==> src/rtl/xmon_pkg.sv <==
// Package: shared operation and slot-state encodings for the exclusive monitor.
// Assumes a 2-bit operation field on the request port.
package xmon_pkg;
    typedef enum logic [1:0] {
        XOP_LOAD  = 2'b00,
        XOP_LDEX  = 2'b01,
        XOP_STORE = 2'b10,
        XOP_STEX  = 2'b11
    } xmon_op_e;

    typedef enum logic {
        RSV_OPEN = 1'b0,
        RSV_HELD = 1'b1
    } rsv_state_e;
endpackage

==> src/rtl/xmon_slot.sv <==
// Module: one processor's reservation slot with its forced-failure counter.
// Assumes the address it receives is already masked to region granularity,
// and that at most one request and one drop are presented per cycle.
module xmon_slot
    import xmon_pkg::*;
#(
    parameter int ADDR_W      = 32,
    parameter int FAIL_PERIOD = 5,
    parameter int CNT_W       = $clog2(FAIL_PERIOD + 1)
) (
    input  logic              clk,
    input  logic              rst_n,
    input  logic              req_live,
    input  xmon_op_e          req_op,
    input  logic              req_self,
    input  logic [ADDR_W-1:0] req_region,
    input  logic              grant_bcast,
    input  logic              drop_me,
    output logic              hit,
    output logic              fail_due
);
    localparam logic [CNT_W-1:0] CNT_LIMIT = CNT_W'(FAIL_PERIOD);

    rsv_state_e        state_q;
    logic [ADDR_W-1:0] region_q;
    logic [CNT_W-1:0]  cnt_q;

    // Match and failure-due flags seen by the resolver.
    always_comb begin
        hit      = (state_q == RSV_HELD) && (region_q == req_region);
        fail_due = (cnt_q == CNT_LIMIT);
    end

    // Slot state update: drop first, otherwise react to the live request.
    always_ff @(posedge clk) begin
        if (!rst_n) begin
            state_q  <= RSV_OPEN;
            region_q <= '0;
            cnt_q    <= '0;
        end else if (drop_me) begin
            state_q <= RSV_OPEN;
            cnt_q   <= '0;
        end else if (req_live) begin
            unique case (req_op)
                XOP_LDEX: begin
                    if (req_self) begin
                        state_q  <= RSV_HELD;
                        region_q <= req_region;
                    end
                end
                XOP_STORE: begin
                    if (!req_self && hit) state_q <= RSV_OPEN;
                end
                XOP_STEX: begin
                    if (req_self) begin
                        state_q <= RSV_OPEN;
                        if (hit) cnt_q <= fail_due ? '0 : cnt_q + CNT_W'(1);
                    end else if (grant_bcast && hit) begin
                        state_q <= RSV_OPEN;
                    end
                end
                default: ;
            endcase
        end
    end


    ldex_holds_chk: assert property (@(posedge clk) disable iff (!rst_n)
        (req_live && req_self && req_op == XOP_LDEX && !drop_me)
        |=> (state_q == RSV_HELD && region_q == $past(req_region)));


    stex_opens_self_chk: assert property (@(posedge clk) disable iff (!rst_n)
        (req_live && req_self && req_op == XOP_STEX) |=> (state_q == RSV_OPEN));


    foreign_store_kills_chk: assert property (@(posedge clk) disable iff (!rst_n)
        (req_live && !req_self && req_op == XOP_STORE && hit) |=> (state_q == RSV_OPEN));


    drop_clears_chk: assert property (@(posedge clk) disable iff (!rst_n)
        drop_me |=> (state_q == RSV_OPEN && cnt_q == '0));


    cnt_bound_chk: assert property (@(posedge clk) disable iff (!rst_n)
        cnt_q <= CNT_LIMIT);
endmodule

==> src/rtl/xmon_resolve.sv <==
// Module: decides whether the current exclusive store is granted.
// Assumes the requester index has already been range-checked by the caller.
module xmon_resolve #(
    parameter int NPROC = 4,
    parameter int ID_W  = $clog2(NPROC)
) (
    input  logic [NPROC-1:0] hit_vec,
    input  logic [NPROC-1:0] due_vec,
    input  logic [ID_W-1:0]  req_id,
    input  logic             stex_live,
    output logic             grant
);
    // Grant needs the requester's live reservation and no pending forced failure.
    always_comb begin
        grant = stex_live && hit_vec[req_id] && !due_vec[req_id];
    end
endmodule

==> src/rtl/excl_monitor_global.sv <==
// Module: global exclusive monitor with one reservation slot per processor.
// Takes one request per cycle and answers each exclusive store one cycle
// later. It tracks state only; memory accesses are done elsewhere.
module excl_monitor_global
    import xmon_pkg::*;
#(
    parameter int NPROC       = 4,
    parameter int ADDR_W      = 32,
    parameter int REGION_LSB  = 11,
    parameter int FAIL_PERIOD = 5,
    parameter int ID_W        = (NPROC > 1) ? $clog2(NPROC) : 1
) (
    input  logic              clk,
    input  logic              rst_n,
    input  logic              req_valid,
    input  logic [1:0]        req_op,
    input  logic [ID_W-1:0]   req_id,
    input  logic [ADDR_W-1:0] req_addr,
    input  logic              drop_valid,
    input  logic [ID_W-1:0]   drop_id,
    output logic              stex_done,
    output logic              stex_ok
);
    localparam logic [ADDR_W-1:0] REGION_MASK = ~((ADDR_W'(1) << REGION_LSB) - ADDR_W'(1));
    localparam logic [ID_W:0]     NPROC_W     = (ID_W + 1)'(NPROC);

    xmon_op_e          op;
    logic              id_ok;
    logic              req_live;
    logic              stex_live;
    logic              grant;
    logic [ADDR_W-1:0] region;
    logic [NPROC-1:0]  hit_vec;
    logic [NPROC-1:0]  due_vec;

    // Decode the request into region, operation and liveness.
    always_comb begin
        op        = xmon_op_e'(req_op);
        id_ok     = ({1'b0, req_id} < NPROC_W);
        req_live  = req_valid && id_ok;
        stex_live = req_live && (op == XOP_STEX);
        region    = req_addr & REGION_MASK;
    end

    for (genvar i = 0; i < NPROC; i++) begin : g_slot
        xmon_slot #(
            .ADDR_W      (ADDR_W),
            .FAIL_PERIOD (FAIL_PERIOD)
        ) u_slot (
            .clk         (clk),
            .rst_n       (rst_n),
            .req_live    (req_live),
            .req_op      (op),
            .req_self    (req_id == ID_W'(i)),
            .req_region  (region),
            .grant_bcast (grant),
            .drop_me     (drop_valid && (drop_id == ID_W'(i))),
            .hit         (hit_vec[i]),
            .fail_due    (due_vec[i])
        );
    end

    xmon_resolve #(
        .NPROC (NPROC),
        .ID_W  (ID_W)
    ) u_resolve (
        .hit_vec   (hit_vec),
        .due_vec   (due_vec),
        .req_id    (req_id),
        .stex_live (stex_live),
        .grant     (grant)
    );

    // Register the exclusive-store answer for the following cycle.
    always_ff @(posedge clk) begin
        if (!rst_n) begin
            stex_done <= 1'b0;
            stex_ok   <= 1'b0;
        end else begin
            stex_done <= stex_live;
            stex_ok   <= grant;
        end
    end


    done_after_stex_chk: assert property (@(posedge clk) disable iff (!rst_n)
        stex_done |-> $past(req_valid && req_op == 2'b11));


    ok_within_done_chk: assert property (@(posedge clk) disable iff (!rst_n)
        stex_ok |-> stex_done);


    idle_quiet_chk: assert property (@(posedge clk) disable iff (!rst_n)
        !req_valid |=> !stex_done);


    reset_quiet_chk: assert property (@(posedge clk)
        !rst_n |=> (!stex_done && !stex_ok));
endmodule

==> config.mk <==
export PLATFORM = sky130hd
export DESIGN_NAME = excl_monitor_global
export DESIGN_NICKNAME = d
export VERILOG_FILES = /design/src/rtl/xmon_pkg.sv /design/src/rtl/xmon_slot.sv /design/src/rtl/xmon_resolve.sv /design/src/rtl/excl_monitor_global.sv
export SDC_FILE = /design/constraint.sdc
export NUM_CORES = 1
export LEC_CHECK = 0
export BUFFER_PORTS_ARGS = -buffer_cell sky130_fd_sc_hd__buf_4
export CAP_MARGIN = 15
export CORE_MARGIN = 2
export CORE_UTILIZATION = 60
export CTS_CLUSTER_SIZE = 20
export DETAILED_ROUTE_END_ITERATION = 12
export HOLD_SLACK_MARGIN = 0.05
export PLACE_DENSITY = 0.9
export SYNTH_ARGS = -nofsm -noshare
export SYNTH_HDL_FRONTEND = slang
export SYNTH_SLANG_ARGS = --single-unit
==> constraint.sdc <==
create_clock -name clk -period 3.81 [get_ports clk]
set_input_delay 0.1905 -clock clk [delete_from_list [all_inputs] [get_ports clk]]
set_output_delay 0.1905 -clock clk [all_outputs]
set_load 0.05 [all_outputs]
# Yosys cells after proc, flatten, opt, wreduce, memory -nomap -nowiden
# Cells that the tools add are included.
totals:
  regBits: 102
  latchBits: 0
  ramBits: 0
  mem_bits_ro: 0
  input_bits: 42
  wordCells: 124
  memories: 0
op_classes:
  addsub: 4
  mul: 0
  div_mod_pow: 0
  order_cmp: 1
  n_eq_ne: 29
  n_shift: 0
  n_mux: 28
  bitwise: 5
  n_reduce_logical: 43
ops:
  columns: ["operator", "n"]
  rows:
  - ["$eq 21x21->1", 4]
  - ["$reduce_and 4->1", 8]
  - ["$reduce_and 5->1", 4]
  - ["$logic_and 1x1->1", 19]
  - ["$mux 1", 18]
  - ["$ne 2x1->1 const B", 8]
  - ["$add 3x1->3 const B", 4]
  - ["$eq 2x2->1 const B", 6]
  - ["$eq 3x3->1 const B", 4]
  - ["$mux 3", 4]
  - ["$ne 3x1->1 const B", 4]
  - ["$pmux 1 s3", 4]
  - ["$reduce_or 2->1", 4]
  - ["$eq 2x1->1 const B", 3]
  - ["$logic_not 1->1", 5]
  - ["$not 1->1", 5]
  - ["$bmux 1 s2", 2]
  - ["$logic_not 2->1", 2]
  - ["$lt 2x3->1 const B", 1]
  - ["$reduce_bool 3->1", 1]

# Logic depth before layout (Yosys ltp)
logic_depth:
  depth_word: 10
  depth_mapped: 7
  depth_no_buf: 6

# Cells and area by module
# Synthesis repeated with hierarchy kept, for this count alone.
hier_totals:
  cells_unflattened: 922
  hier_area_um2: 7647.3
by_module_without_submodules:
  columns: ["mod", "instances", "cells_per_inst", "area_each_um2"]
  rows:
  - ["xmon_slot", 4, 225, 1866.8]
  - ["excl_monitor_global", 1, 14, 127.6]
  - ["xmon_resolve", 1, 8, 52.6]

# Least setup slack after synthesis
# Ideal clock, no wire load.
synth_path:
  path_type: "flip-flop to flip-flop"
  from: "reg g_slot[2].u_slot.region_q[11]"
  to: "reg g_slot[2].u_slot.cnt_q[2]"
  t_arrival_ns: 1.668
  required_ns: 3.744
  setup_slack_ns: 2.076
  path_stages_with_launch: 7
  path_buffers: 0
  period_less_slack_ns: 1.734
  path_cell_list: "dfxtp_1 > xnor2_4 > nand4_2 > nor4_4 > nand4_2 > or3b_1 > a21oi_2"
synth_between:
  elab_chain_len: 3
synth_rtl:
  columns: ["item", "line", "text"]
  rows:
  - ["start: declaration", "xmon_slot.sv:25", "logic [ADDR_W-1:0] region_q;"]
  - ["start signal: assignment", "xmon_slot.sv:48", "region_q <= req_region;"]
  - ["$eq 21x21->1", "xmon_slot.sv:30", "hit = (state_q == RSV_HELD) && (region_q == req_region);"]
  - ["$logic_and 1x1->1", "xmon_slot.sv:30", null]
  - ["$reduce_and 4->1 (no source line)", null, null]
  - ["end signal: assignment", "xmon_slot.sv:57", "if (hit) cnt_q <= fail_due ? '0 : cnt_q + CNT_W'(1);"]
  - ["end: declaration", "xmon_slot.sv:26", "logic [CNT_W-1:0] cnt_q;"]
# Every way passes these cells.
# A chain may end at the register's enable or synchronous reset.

# Worst setup path after layout
layout_path:
  from: "reg g_slot[3].u_slot.region_q[24]"
  to: "reg stex_ok"
layout_between:
  elab_chain_len: 6
layout_rtl:
  columns: ["item", "line", "text"]
  rows:
  - ["start: declaration", "xmon_slot.sv:25", null]
  - ["start signal: assignment", "xmon_slot.sv:48", null]
  - ["$eq 21x21->1", "xmon_slot.sv:30", null]
  - ["$logic_and 1x1->1", "xmon_slot.sv:30", null]
  - ["$bmux 1 s2", "xmon_resolve.sv:15", "grant = stex_live && hit_vec[req_id] && !due_vec[req_id];"]
  - ["$mux 1 (not written as such)", "xmon_resolve.sv:15", null]
  - ["$logic_and 1x1->1 (2 in a row)", "xmon_resolve.sv:15", null]
  - ["end signal: assignment", "excl_monitor_global.sv:81", "stex_ok <= grant;"]
  - ["end: declaration", "excl_monitor_global.sv:22", "output logic stex_ok"]
# Every way passes these cells. The select of a mux whose other input is x is not followed.

==> results.json <==
{
  "synth_warnings": 0,
  "synth.most_common_cell": "nand2_1",
  "drc": 0,
  "finalNonFillerCells": 743,
  "yosysSeqAreaShare_pct": 36.4,
  "antenna_found_initial": 0,
  "placed_cells": 727,
  "grt_pass1_vias": 4499,
  "synth_cell_type_count": 51,
  "cts.path.max_buffers": 2,
  "grt_overflow": 0,
  "hold_class": "in2reg",
  "cap_violations": 0,
  "die_area_mm2": 0.0101,
  "fin_worst_skew_ns": 0.0108,
  "cpMaxStageDelayCell": "nor4_1",
  "fin_area_mm2": 0.00592,
  "fin_crit_ns": 2.29,
  "synthTopCellsByCount": "nand2_1 (108), dfxtp_1 (102), xnor2_1 (69)",
  "gp_congestion": 0.900,
  "rsz0062_at_grt": "false",
  "crit_chain": "xnor2_1 > nand4_1 > nor4_1 > a21oi_1 > a211oi_2 > and3_1",
  "synth.largest_area_cell": "dfxtp_1",
  "track_usage_pct": 27.0,
  "cts_resized": 0,
  "clockRootBuffer": "clkbuf_8",
  "first_pass_iters": 5,
  "crit_required_ns": 4.12,
  "vias": 4441,
  "irDropWorstVdd_v": 0.000258,
  "max_stage_delay_ns": 0.70,
  "holdWs_ns": 0.146,
  "grtUsageMet3_pct": 5.20,
  "dp_hpwl_mm": 9.08,
  "fillers": 727,
  "worstSetupPathType": "reg2reg",
  "syn_avg_cell_area_um2": 8.92,
  "start_util_pct": 61.3,
  "drt_iter0_markers": 315,
  "grt_pass1_wl_mm": 21.5,
  "hold_violations": 0,
  "vias_per_cell": 5.98,
  "core_mm2": 0.00915,
  "clock_sinks": 102,
  "synth.area.top_cells": "dfxtp_1 (36%), xnor2_1 (11%), mux2i_1 (7.9%), nand2_1 (7.2%), a21boi_0 (5.6%)",
  "ant_nets": 0,
  "leakagePower_nw": 2.20,
  "grt_start_max_net_pins": 92,
  "crit_family": "simple AND/OR/NAND/NOR gates",
  "wl_per_cell_um": 17.4,
  "status": "complete, no violations",
  "numCtsBuffers": 9,
  "h-tree-depth": 3,
  "postCtsSetupBuffers": 0,
  "row_count": 35,
  "placed_area_mm2": 0.00571,
  "slew_headroom_pct": 41.4,
  "syn-num-nets": 671,
  "crit_path_end_kind": "flip-flop",
  "crit_fanout": 4,
  "grt_use_met2_pct": 47.7,
  "syn_inst": 629,
  "layout-drive-gt1-share_pct": 11.9,
  "cts_tree": "built",
  "n_antenna_cell": 0,
  "ios": 44,
  "synth.top_cell.area_share_pct": 36.4,
  "drt_wl_total_mm": 12.9,
  "path_buf_inv": 0,
  "worst_slew_pin_slew_ns": 0.877,
  "synth_edf_count": 0,
  "gr-max-usage-layer": "met2",
  "postCtsHoldBufs": 0,
  "setup_viol": 0,
  "fin_crit_sh_pct": 60.0,
  "clk_pin_slew_worst_paths_ns": 0.10,
  "die_w_um": 101,
  "clock_latency_ns": 0.37,
  "pwr_density_cell_mw_per_mm2": 347,
  "async_flop_share_pct": 0,
  "rrSetupSlack_ns": 1.52,
  "drv_slew": 0,
  "fin_nets": 669,
  "areaGrowthSynthToFinish_pct": 5.58,
  "grt_util_met1_pct": 32.5,
  "max_freq_mhz": 437,
  "cp.arrival_ns": 2.60,
  "port_buffers": 32,
  "start_kind": "flip-flop",
  "fin_setup_tns_ns": 0,
  "synth_flop_cell": "dfxtp_1",
  "synth_seq_cells": 102,
  "synth_area_mm2": 0.00561,
  "die_height_um": 101
}
[worst paths after layout]
path	startpoint	endpoint	cells after the start
setup / recovery	g_slot[3].u_slot.region_q[24]	stex_ok	6
hold / removal	req_addr[27]	g_slot[3].u_slot.region_q[27]	3
setup reg to reg	g_slot[3].u_slot.region_q[24]	stex_ok	6
hold reg to reg	g_slot[3].u_slot.region_q[27]	g_slot[3].u_slot.region_q[27]	2
[power by group]
group	internal (mW)	switching, mW	leakage, nW
Combinational	0.0992	0.140	1.27
Sequential	1.08	0.00933	0.823
Clock	0.333	0.392	0.107
[stage by stage]
step | worst slack, ns | util [%] | total power [mW]
6_report | 1.52 | 64.7 | 2.05
5_1_grt | 1.43 | 64.7 | 2.12
4_1_cts | 1.59 | 64.7 | 2.06
3_5_place_dp | 1.58 | 62.4 | 1.35
3_3_place_gp | 1.60 | 62.4 | 1.34
2_1_floorplan | 2.08 | - | 1.29
[worst min-delay path, delay by kind of cell]
kind	cells	cell delay, ns
AND/OR/NAND/NOR	1	0.06
AO/OA/AOI/OAI	1	0.06
buffers and inverters	1	0.16
[cell families (layout without fill, tap and decap cells)]
group | Yosys count | count (layout) | share of synthesized area, %
muxes | 45 | 45 | 8.05
DFF | 102 | 102 | 36.4
xor gates and xnor gates | 86 | 86 | 14.8
and+or+nand+nor | 270 | 270 | 25.7
buffers and inverters | 53 | 56 | 5.69
AOI/OAI and AO/OA | 73 | 73 | 9.30
[layer usage]
| metal | share of wire (%) | routed length, um |
|---|---|---|
| met1 | 41 | 5350 |
| met2 | 50 | 6440 |
| met3 | 5.9 | 764 |
| met4 | 2.8 | 359 |
| met5 | 0 | 0 |
[layout make-up]
class                      instances  area (um^2)  area share, %
timing repair buffer              34          255           4.31
inverter                           6         22.5          0.380
multi-input combinational        474         3250           54.9
clock inverter                     6         77.6           1.31
clock buffer                      10          138           2.32
sequential                       102         2040           34.5
tap                              111          139           2.34
[registers in the layout, summed over array words and instances, names as in the netlist]
register and cells:
g_slot.u_slot.region_q 84, g_slot.u_slot.cnt_q 12, stex_done 1, stex_ok 1, g_slot.u_slot.state_q 4
[cells in the final DEF (no fill, tap or decap), types with 9 or more instances in the layout]
cell	netlist	layout
mux2i_1	44	44
nor2_1	27	27
nand3_1	11	11
xnor2_1	69	69
clkbuf_8	1	10
a21boi_0	42	42
nand4_1	33	33
dfxtp_1	102	102
a31oi_1	9	9
nor2b_1	45	45
buf_4	3	34
nand2_1	108	108
(Power assumes the default switching activity.)
